File: src/rtl/serial_latch_pkg.sv
package serial_latch_pkg;
  // index of each strobe in the synchronizer array
  typedef enum int unsigned { STB_SHIFT = 0, STB_STORE = 1 } strobe_idx_e;
  localparam int unsigned STROBE_COUNT = 2;
endpackage

File: src/rtl/strobe_edge.sv
module strobe_edge #(
  parameter int unsigned SYNC_STAGES = 2
) (
  input  logic clk,
  input  logic rst_n,
  input  logic strobe_async,
  output logic event_pulse
);
  localparam int unsigned TAPS = SYNC_STAGES + 1;
  logic [TAPS-1:0] taps_q;

  always_ff @(posedge clk or negedge rst_n) begin
    if (!rst_n) taps_q <= '0;
    else        taps_q <= {taps_q[TAPS-2:0], strobe_async};
  end

  // last synced tap high, previous sample low
  assign event_pulse = taps_q[SYNC_STAGES-1] & ~taps_q[SYNC_STAGES];

  // one event per rising edge
  no_double_event_chk: assert property (@(posedge clk) disable iff (!rst_n)
    event_pulse |=> !event_pulse);
endmodule

File: src/rtl/shift_chain.sv
module shift_chain #(
  parameter int unsigned N = 8
) (
  input  logic         clk,
  input  logic         rst_n,
  input  logic         clear_n,
  input  logic         shift_ev,
  input  logic         ser_in,
  output logic [N-1:0] stages,
  output logic         ser_out
);
  logic [N-1:0] stages_q;

  function automatic logic [N-1:0] advance(input logic [N-1:0] cur, input logic b);
    return {cur[N-2:0], b};
  endfunction

  always_ff @(posedge clk or negedge rst_n) begin
    if (!rst_n)        stages_q <= '0;
    else if (!clear_n) stages_q <= '0;
    else if (shift_ev) stages_q <= advance(stages_q, ser_in);
  end

  assign stages  = stages_q;
  assign ser_out = stages_q[N-1];


  clear_zero_chk: assert property (@(posedge clk) disable iff (!rst_n)
    !clear_n |=> (stages == '0));

  shift_move_chk: assert property (@(posedge clk) disable iff (!rst_n)
    (shift_ev && clear_n) |=> (stages[0] == $past(ser_in)) && (stages[N-1:1] == $past(stages[N-2:0])));

  idle_hold_chk: assert property (@(posedge clk) disable iff (!rst_n)
    (!shift_ev && clear_n) |=> $stable(stages));
endmodule

File: src/rtl/hold_reg.sv
module hold_reg #(
  parameter int unsigned N = 8
) (
  input  logic         clk,
  input  logic         rst_n,
  input  logic         store_ev,
  input  logic [N-1:0] din,
  output logic [N-1:0] held
);
  always_ff @(posedge clk or negedge rst_n) begin
    if (!rst_n)        held <= '0;
    else if (store_ev) held <= din;
  end


  hold_stable_chk: assert property (@(posedge clk) disable iff (!rst_n)
    !store_ev |=> $stable(held));

  capture_chk: assert property (@(posedge clk) disable iff (!rst_n)
    store_ev |=> (held == $past(din)));
endmodule

File: src/rtl/serial_latch_shifter.sv
module serial_latch_shifter
  import serial_latch_pkg::*;
#(
  parameter int unsigned N = 8,
  parameter int unsigned SYNC_STAGES = 2
) (
  input  logic         clk,
  input  logic         rst_n,
  input  logic         ser_in,
  input  logic         shift_strobe,
  input  logic         store_strobe,
  input  logic         clear_n,
  input  logic         out_en_n,
  output logic [N-1:0] par_out,
  output logic [N-1:0] par_drive,
  output logic         ser_out
);
  logic [STROBE_COUNT-1:0] strobe_raw;
  logic [STROBE_COUNT-1:0] strobe_ev;
  logic [N-1:0]            chain_bits;
  logic [N-1:0]            held_bits;

  assign strobe_raw[STB_SHIFT] = shift_strobe;
  assign strobe_raw[STB_STORE] = store_strobe;

  for (genvar g = 0; g < STROBE_COUNT; g++) begin : g_sync
    strobe_edge #(.SYNC_STAGES(SYNC_STAGES)) u_edge (
      .clk(clk), .rst_n(rst_n),
      .strobe_async(strobe_raw[g]),
      .event_pulse(strobe_ev[g])
    );
  end

  shift_chain #(.N(N)) u_chain (
    .clk(clk), .rst_n(rst_n), .clear_n(clear_n),
    .shift_ev(strobe_ev[STB_SHIFT]), .ser_in(ser_in),
    .stages(chain_bits), .ser_out(ser_out)
  );

  hold_reg #(.N(N)) u_hold (
    .clk(clk), .rst_n(rst_n),
    .store_ev(strobe_ev[STB_STORE]),
    .din(chain_bits), .held(held_bits)
  );

  assign par_drive = {N{~out_en_n}};
  assign par_out   = held_bits & par_drive;


  cascade_ungated_chk: assert property (@(posedge clk) disable iff (!rst_n)
    ser_out == chain_bits[N-1]);

  reset_clear_chk: assert property (@(posedge clk)
    !rst_n |-> (chain_bits == '0) && (held_bits == '0));
endmodule

File: config.mk
export PLATFORM = sky130hd
export DESIGN_NAME = serial_latch_shifter
export DESIGN_NICKNAME = d
export VERILOG_FILES = /design/src/rtl/serial_latch_pkg.sv /design/src/rtl/strobe_edge.sv /design/src/rtl/shift_chain.sv /design/src/rtl/hold_reg.sv /design/src/rtl/serial_latch_shifter.sv
export SDC_FILE = /design/constraint.sdc
export NUM_CORES = 1
export LEC_CHECK = 0
export BUFFER_PORTS_ARGS = -buffer_cell sky130_fd_sc_hd__buf_2
export CORE_ASPECT_RATIO = 1.1
export CORE_UTILIZATION = 50
export CTS_CLUSTER_DIAMETER = 200
export DETAILED_ROUTE_END_ITERATION = 8
export PLACE_DENSITY_LB_ADDON = 0.3
export SLEW_MARGIN = 15
export SYNTH_ARGS = -nofsm -noshare
export SYNTH_HDL_FRONTEND = slang
export SYNTH_SLANG_ARGS = --single-unit
File: constraint.sdc
create_clock -name clk -period 1.6 [get_ports clk]
set_clock_uncertainty 0.2 [all_clocks]
set_input_delay 0.08 -clock clk [delete_from_list [all_inputs] [get_ports clk]]
set_output_delay 0.08 -clock clk [all_outputs]
set_load 0.01 [all_outputs]
==> metrics.md, run 1 <==
| Metric | Value |
|---|---|
| PortBufs | 23 |
| Clock Tree Root | clkbuf_4 |
| Fin util | slightly above 60% |
| TritonCTS Buffers | 3 |
| Core ar. | between 1500 and 2000 um^2 |
| Drt total wl | 1250 um |
| Worst-path clk slew | around 0.11 ns |
| Clock tree buffer depth | 2 |
| Global-route wire length before repair | 2100 um |
| Total number of vias | about 540 |
| Gpl congestion | about 0.66 |
| Gr ovfl total | 0 |
| Iter 0 DRT Violations | 4 |
| CP max FO | 9 |
| Drt wl/cell | ~12 um |
| Initial antenna violation count | 0 |
| Worst Tran Pin Value | 0.465 ns |
| End of the worst register-to-register path | u_hold.held[5]$_DFFE_PN0P_ |
| GRT Util Overall | 14.4% |
| RSZ-0062 raised after global routing | no |
| Worst endpoint required time | around 1.6 ns |
| Yosys Warn Count | 0 |
| Fmax | about 680 MHz |
| Sequential cell area fraction in the yosys report | roughly three fifths |
| Reg2reg setup slack | around 0.25 ns |
| Die H | ~47 um |
| Initial Util | between 50 and 60% |
| Period utilisation layout | 92.2% |
| Area Overhead vs Synth | 16.5% |
| Vias in the first global route | slightly below 500 |
| Via density | 4.94 |
| WL met2 | between 500 and 600 um |
| Relative slew slack | between 60% and 70% |
| Worst Reg-to-Reg Cells | 2 |
| Final setup violation count | 0 |
| Synthesized net count | 75 |
| DRC | 0 |
| Antenna diode count | 0 |
| Final setup TNS | 0 ns |
| First-pass DRT Iterations | 4 |
| R2r startpoint | g_sync[1].u_edge.taps_q[2]$_DFF_PN0_ |
| Startpoint Class | input pin |
| Most frequent cells in the layout | dfrtp_1 (22), buf_2 (22), nor2b_1 (9), nand2_1 (9) |
| Std cell rows | 16 |
| Post-layout net count | 100 |
| H-tree depth | 1 |
| Status | finished, final reports clean |
| Top Metal Used | met4 |
| Unique masters post-synth | 10 |
| Die width | 43.2 um |
| Share of post-route cells with drive strength above 1 | about two fifths |
| CTS tree | done |
| Shortest period the worst path allows | roughly 1.5 ns |
| IO Pins | 24 |
| P_leak | around 0.00057 uW |
| Pins Over Slew Limit | 0 |
| Mapped Area | 935 um^2 |
| Crit path DAT | ~1.5 ns |
| Pwr Density | roughly 810 nW/um^2 |
| Metal-1 WL | 599 um |
| DRT antenna net count | 0 |
| Post-Synthesis Cells | 68 |
| Die footprint | ~2000 um^2 |
| Final Hold Viols | 0 |
| HP Class | in2async |
| Worst-Skew Late Latency | 0.29 ns |
| Max_cap viols | 0 |
| Largest net degree at the start of global routing | 23 |
| CP Launch Point | clear_n |
| Worst setup EP type | register |
| VDD IR-drop max | 0.000685 V |
| #FFs+latches synth | 22 |
| Setup Buffers After CTS | 0 |
| Routed wl met3 | between 80 and 90 um |
| Avg Cell Area, Syn | 13.7 um^2 |
| Crit Path Class | in2reg |
| CTS Sinks | 22 |
## stage by stage
| stage | cell area (um^2) | setup WS, ns | total power [uW] | std cells | hold WS, ns |
|---|---|---|---|---|---|
| finish | 1090 | 0.125 | 884 | 109 | 0.0645 |
| global route | 1090 | 0.0265 | 930 | 109 | 0.113 |
| detailed placement | 1000 | 0.254 | 658 | 100 | -0.139 |
| floorplan | 935 | 0.361 | 638 | 68 | -0.416 |
| CTS | 1090 | 0.0988 | 894 | 109 | 0.0733 |
| global placement | 1000 | 0.283 | 656 | 100 | -0.149 |
## metal layers
metal,vias up,global-route usage (%)
met1,255,20.2
met4,0,7.27
met3,2,2.31
met2,22,22.1
met5,-,0
li1,260,-
## Yosys cell counts
| cell type | count | share of area, % |
|---|---|---|
| dfrtp_1 | 22 | 59 |
| nand2_1 | 9 | 3.6 |
| nor2b_1 | 9 | 6.0 |
| buf_4 | 8 | 6.4 |
| mux2_4 | 8 | 13 |
| mux2i_1 | 8 | 8.6 |
| buf_6 | 1 | 1.2 |
| clkbuf_2 | 1 | 0.53 |
| inv_1 | 1 | 0.40 |
| nor2b_4 | 1 | 1.5 |
## report_power, final
part / total, uW / internal [uW] / switching, uW
Clock: 228 / 87.4 / 140
Sequential: 574 / 568 / 5.69
Combinational: 82.9 / 40.8 / 42.0
Total: 884 / 696 / 188
## worst max-delay path: stages
cell and delay (ns):
dlygate4sd3_1 0.52, buf_4 0.15, nand2_1 0.05, dlygate4sd3_1 0.55, mux2i_1 0.14
## area by class of cell
class	count	area, um^2
fill	142	673
sequential	22	551
multi-input combinational	35	304
timing repair buffer	30	185
clock buffer	3	22.5
tap	18	22.5
inverter	1	3.75
## kinds of logic (layout without fill, tap and decap cells)
family | Yosys count | count (layout) | share of synthesized area [%]
buffers and inverters | 11 | 34 | 8.57
flip-flops | 22 | 22 | 58.9
multiplexers | 16 | 16 | 21.4
AND/OR/NAND/NOR | 19 | 19 | 11.1
## what timing repair did
item / 4_1_cts / 5_1_grt
hold endpoints to repair: 32 / 0
gates resized for setup: 0 / 2
hold buffers: 6 / 0
setup endpoints to repair: 0 / 1
## registers in the layout, indices dropped and copies added (netlist names)
| signal | flops |
|---|---|
| g_sync.u_edge.taps_q | 6 |
| u_chain.stages | 8 |
| u_hold.held | 8 |
## worst max-delay path by stage
stage	slack, ns	end	cells past startpoint
2_1_floorplan	0.36	u_hold.held[0]$_DFFE_PN0P_	3
3_3_place_gp	0.28	u_hold.held[1]$_DFFE_PN0P_	2
3_5_place_dp	0.25	u_hold.held[6]$_DFFE_PN0P_	2
4_1_cts	0.1	u_chain.stages[0]$_DFFE_PN0P_	5
5_1_grt	0.03	u_chain.stages[0]$_DFFE_PN0P_	5
6_report	0.12	u_chain.stages[0]$_DFFE_PN0P_	5
Note: power is estimated with default switching activity, not from simulation.
==> inputs of run 2 (changes only) <==
Settings changed: ABC_AREA set to 1, CORE_UTILIZATION 50 to 51.
==> metrics.md, run 2 <==
| Metric | Value |
|---|---|
| Status | finished, violations left |
| Failing checks | DRC |
| RSZ-0062 raised after global routing | no |
| Max_cap viols | 0 |
| Crit Path Class | in2reg |
| Total number of vias | 746 |
| Antenna diode count | 0 |
| CTS Sinks | 22 |
| #FFs+latches synth | 22 |
| Final setup TNS | 0 ns |
| Sequential cell area fraction in the yosys report | approximately 56% |
| Vias in the first global route | 640 |
| XOR/XNOR Fraction of Synth Area | 0% |
| Slowest-stage cell, CP | dlygate4sd3_1 |
| Post-Synthesis Cells | about 120 |
| Final Hold Viols | 0 |
| Core ar. | between 1500 and 2000 um^2 |
| Iter 0 DRT Violations | 18 |
| HPWL after DPL | around 1200 um |
| Area Overhead vs Synth | 16.4% |
| Yosys Warn Count | 0 |
| Clock Tree Root | clkbuf_4 |
| Final setup violation count | 0 |
| Initial antenna violation count | 0 |
| Die width | roughly 44 um |
| Clock tree buffer depth | 2 |
| Post-Synth Simple-Gate Area | 28.7% |
| P_leak | about 0.00072 uW |
| Compound-gate portion of the synthesized area | 0% |
| Pwr Density | 827 nW/um^2 |
| Commonest cells post-synth | nand2_1 (49), dfrtp_1 (22), inv_1 (18), buf_4 (9) |
| Top_reg_cell synth | dfrtp_1 |
| CP max FO | 9 |
| Fin util | between 60% and 70% |
| Worst setup EP type | register |
| Worst Reg-to-Reg Cells | 3 |
| Synth Area in Adders | 0% |
| Period utilisation layout | a little over nine tenths |
| Avg Cell Area, Syn | between 8 and 9 um^2 |
| GRT Util Overall | 16.8% |
| Die H | slightly below 50 um |
| Worst path cell trace | dlygate4sd3_1, buf_2, nand2_1, dlygate4sd3_1, inv_1, nand2_1, nand2_1 |
| Most frequent CP cell | nand2_1 |
| Gpl congestion | 0.750 |
| Most common cell after layout, fill and taps aside | nand2_1 |
| Global-route wire length before repair | 2560 um |
| Relative slew slack | about two thirds |
| DRT antenna net count | 0 |
| Std cell rows | 16 |
| Largest net degree at the start of global routing | 23 |
| Yosys top cell area share | 55.9% |
| VDD IR-drop max | 0.000476 V |
| Synth top area cells | dfrtp_1 (56%), nand2_1 (19%), buf_4 (6.9%), inv_1 (6.9%), nand3_1 (4.1%) |
| Fill count | roughly 170 |
| Fmax | approximately 650 MHz |
| DP Worst Slack | 0.507 ns |
| TritonCTS Buffers | 3 |
| Worst Tran Pin Value | 0.474 ns |
| Largest family of logic cells by synthesized area | simple AND/OR/NAND/NOR gates |
| H-tree depth | 1 |
| DRC | 1 |
| Synth area leader | dfrtp_1 |
| Setup Buffers After CTS | 0 |
| Die footprint | between 2000 and 2500 um^2 |
| Power, Total | 948 uW |
| Mapped Area | ~980 um^2 |
| Pins Over Slew Limit | 0 |
| Via density | between 4 and 5 |
| Post-synth EDFFs | 0 |
| Gr ovfl total | 0 |
| Crit path DAT | 1.55 ns |
| PortBufs | 23 |
| Synthesized net count | between 100 and 150 |
| Shortest period the worst path allows | 1.55 ns |
| Most common cell in the netlist | nand2_1 |
| HP Class | in2async |
| Worst endpoint required time | about 1.6 ns |
| Share of post-route cells with drive strength above 1 | around 23% |
| Drt wl/cell | 9.75 um |
| Worst-Skew Late Latency | just under 0.3 ns |
| Unique masters post-synth | 11 |
| First-pass DRT Iterations | 8 |
| CTS tree | done |
| Drt total wl | approximately 1600 um |
| Critical path's largest stage delay | ~0.54 ns |
| Startpoint Class | input pin |
| Non-filler cells, final | 162 |
| IO Pins | 24 |
| Synth async-reset ratio | 100% |
| Post-layout net count | between 150 and 200 |
| Worst-path clk slew | roughly 0.12 ns |
| Final worst slack | roughly 0.050 ns |
| Placed Instances | 152 |
| Post-synthesis mux area share | 0% |
| Initial Util | between 50% and 60% |
| Most frequent cells in the layout | nand2_1 (49), buf_2 (23), dfrtp_1 (22), inv_1 (18) |
-- run 2: cell types whose count changed in the layout (fill, tap and decap cells not counted), moves of 8 or more --
| cell | delta |
|---|---|
| inv_1 | +17 |
| mux2_4 | -8 |
| mux2i_1 | -8 |
| nand2_1 | +40 |
| nand3_1 | +8 |
| nor2_1 | +8 |
| nor2b_1 | -9 |
-- run 2: cell families (layout without fill, tap and decap cells) --
logic type	after synthesis	count (layout)
buffers and inverters	31	54
AND/OR/NAND/NOR	68	68
flip-flops	22	22
-- run 2: worst paths after layout --
kind	from	to	slack, ns
max	clear_n	u_chain.stages[0]$_DFFE_PN0P_	0.05
min	rst_n	g_sync[1].u_edge.taps_q[1]$_DFF_PN0_	0.06
max reg2reg	g_sync[1].u_edge.taps_q[1]$_DFF_PN0_	u_hold.held[3]$_DFFE_PN0P_	0.49
min reg2reg	g_sync[1].u_edge.taps_q[0]$_DFF_PN0_	g_sync[1].u_edge.taps_q[1]$_DFF_PN0_	0.17
max in group asynchronous	rst_n	u_chain.stages[5]$_DFFE_PN0P_	0.82
min in group clk	g_sync[1].u_edge.taps_q[0]$_DFF_PN0_	g_sync[1].u_edge.taps_q[1]$_DFF_PN0_	0.17
-- run 2: cell type report --
| class | instances | area (um^2) | share of cell area, % |
|---|---|---|---|
| Timing Repair Buffer | 29 | 175 | 15.3 |
| Clock buffer | 4 | 36.3 | 3.17 |
| Multi-Input combinational cell | 68 | 283 | 24.7 |
| Tap cell | 18 | 22.5 | 1.97 |
| Sequential cell | 22 | 551 | 48.0 |
| Inverter | 21 | 78.8 | 6.88 |
-- run 2: power by group --
part | switching, uW | internal, uW | leakage (uW)
logic | 47.9 | 30.2 | 0.000406
clock network | 153 | 138 | 0.0000210
registers | 10.4 | 568 | 0.000293
total | 212 | 737 | 0.000720
-- run 2: critical path, delay by kind of cell --
kind | cells | cell delay [ns]
buffers and inverters | 4 | 1.30
AND/OR/NAND/NOR | 3 | 0.16
-- run 2: per-stage QoR --
| step | hold WS (ns) | instance area, um^2 |
|---|---|---|
| after floorplan | -0.416 | 985 |
| after global placement | -0.140 | 1050 |
| after detailed placement | -0.135 | 1050 |
| after CTS | 0.0728 | 1150 |
| after global routing | 0.111 | 1150 |
| final | 0.0614 | 1150 |
-- run 2: what timing repair did --
action                    in CTS  in global routing
hold endpoints to repair      32                  0
hold buffers                   6                  0
resized for setup              0                  0
-- run 2: layer usage --
metal	track usage, %	share of wire [%]	up-vias
met1	20.4	47	337
met2	30.7	49	18
li1	-	-	389
met5	0	0	-
met3	2.26	3.4	2
met4	6.67	0.76	0
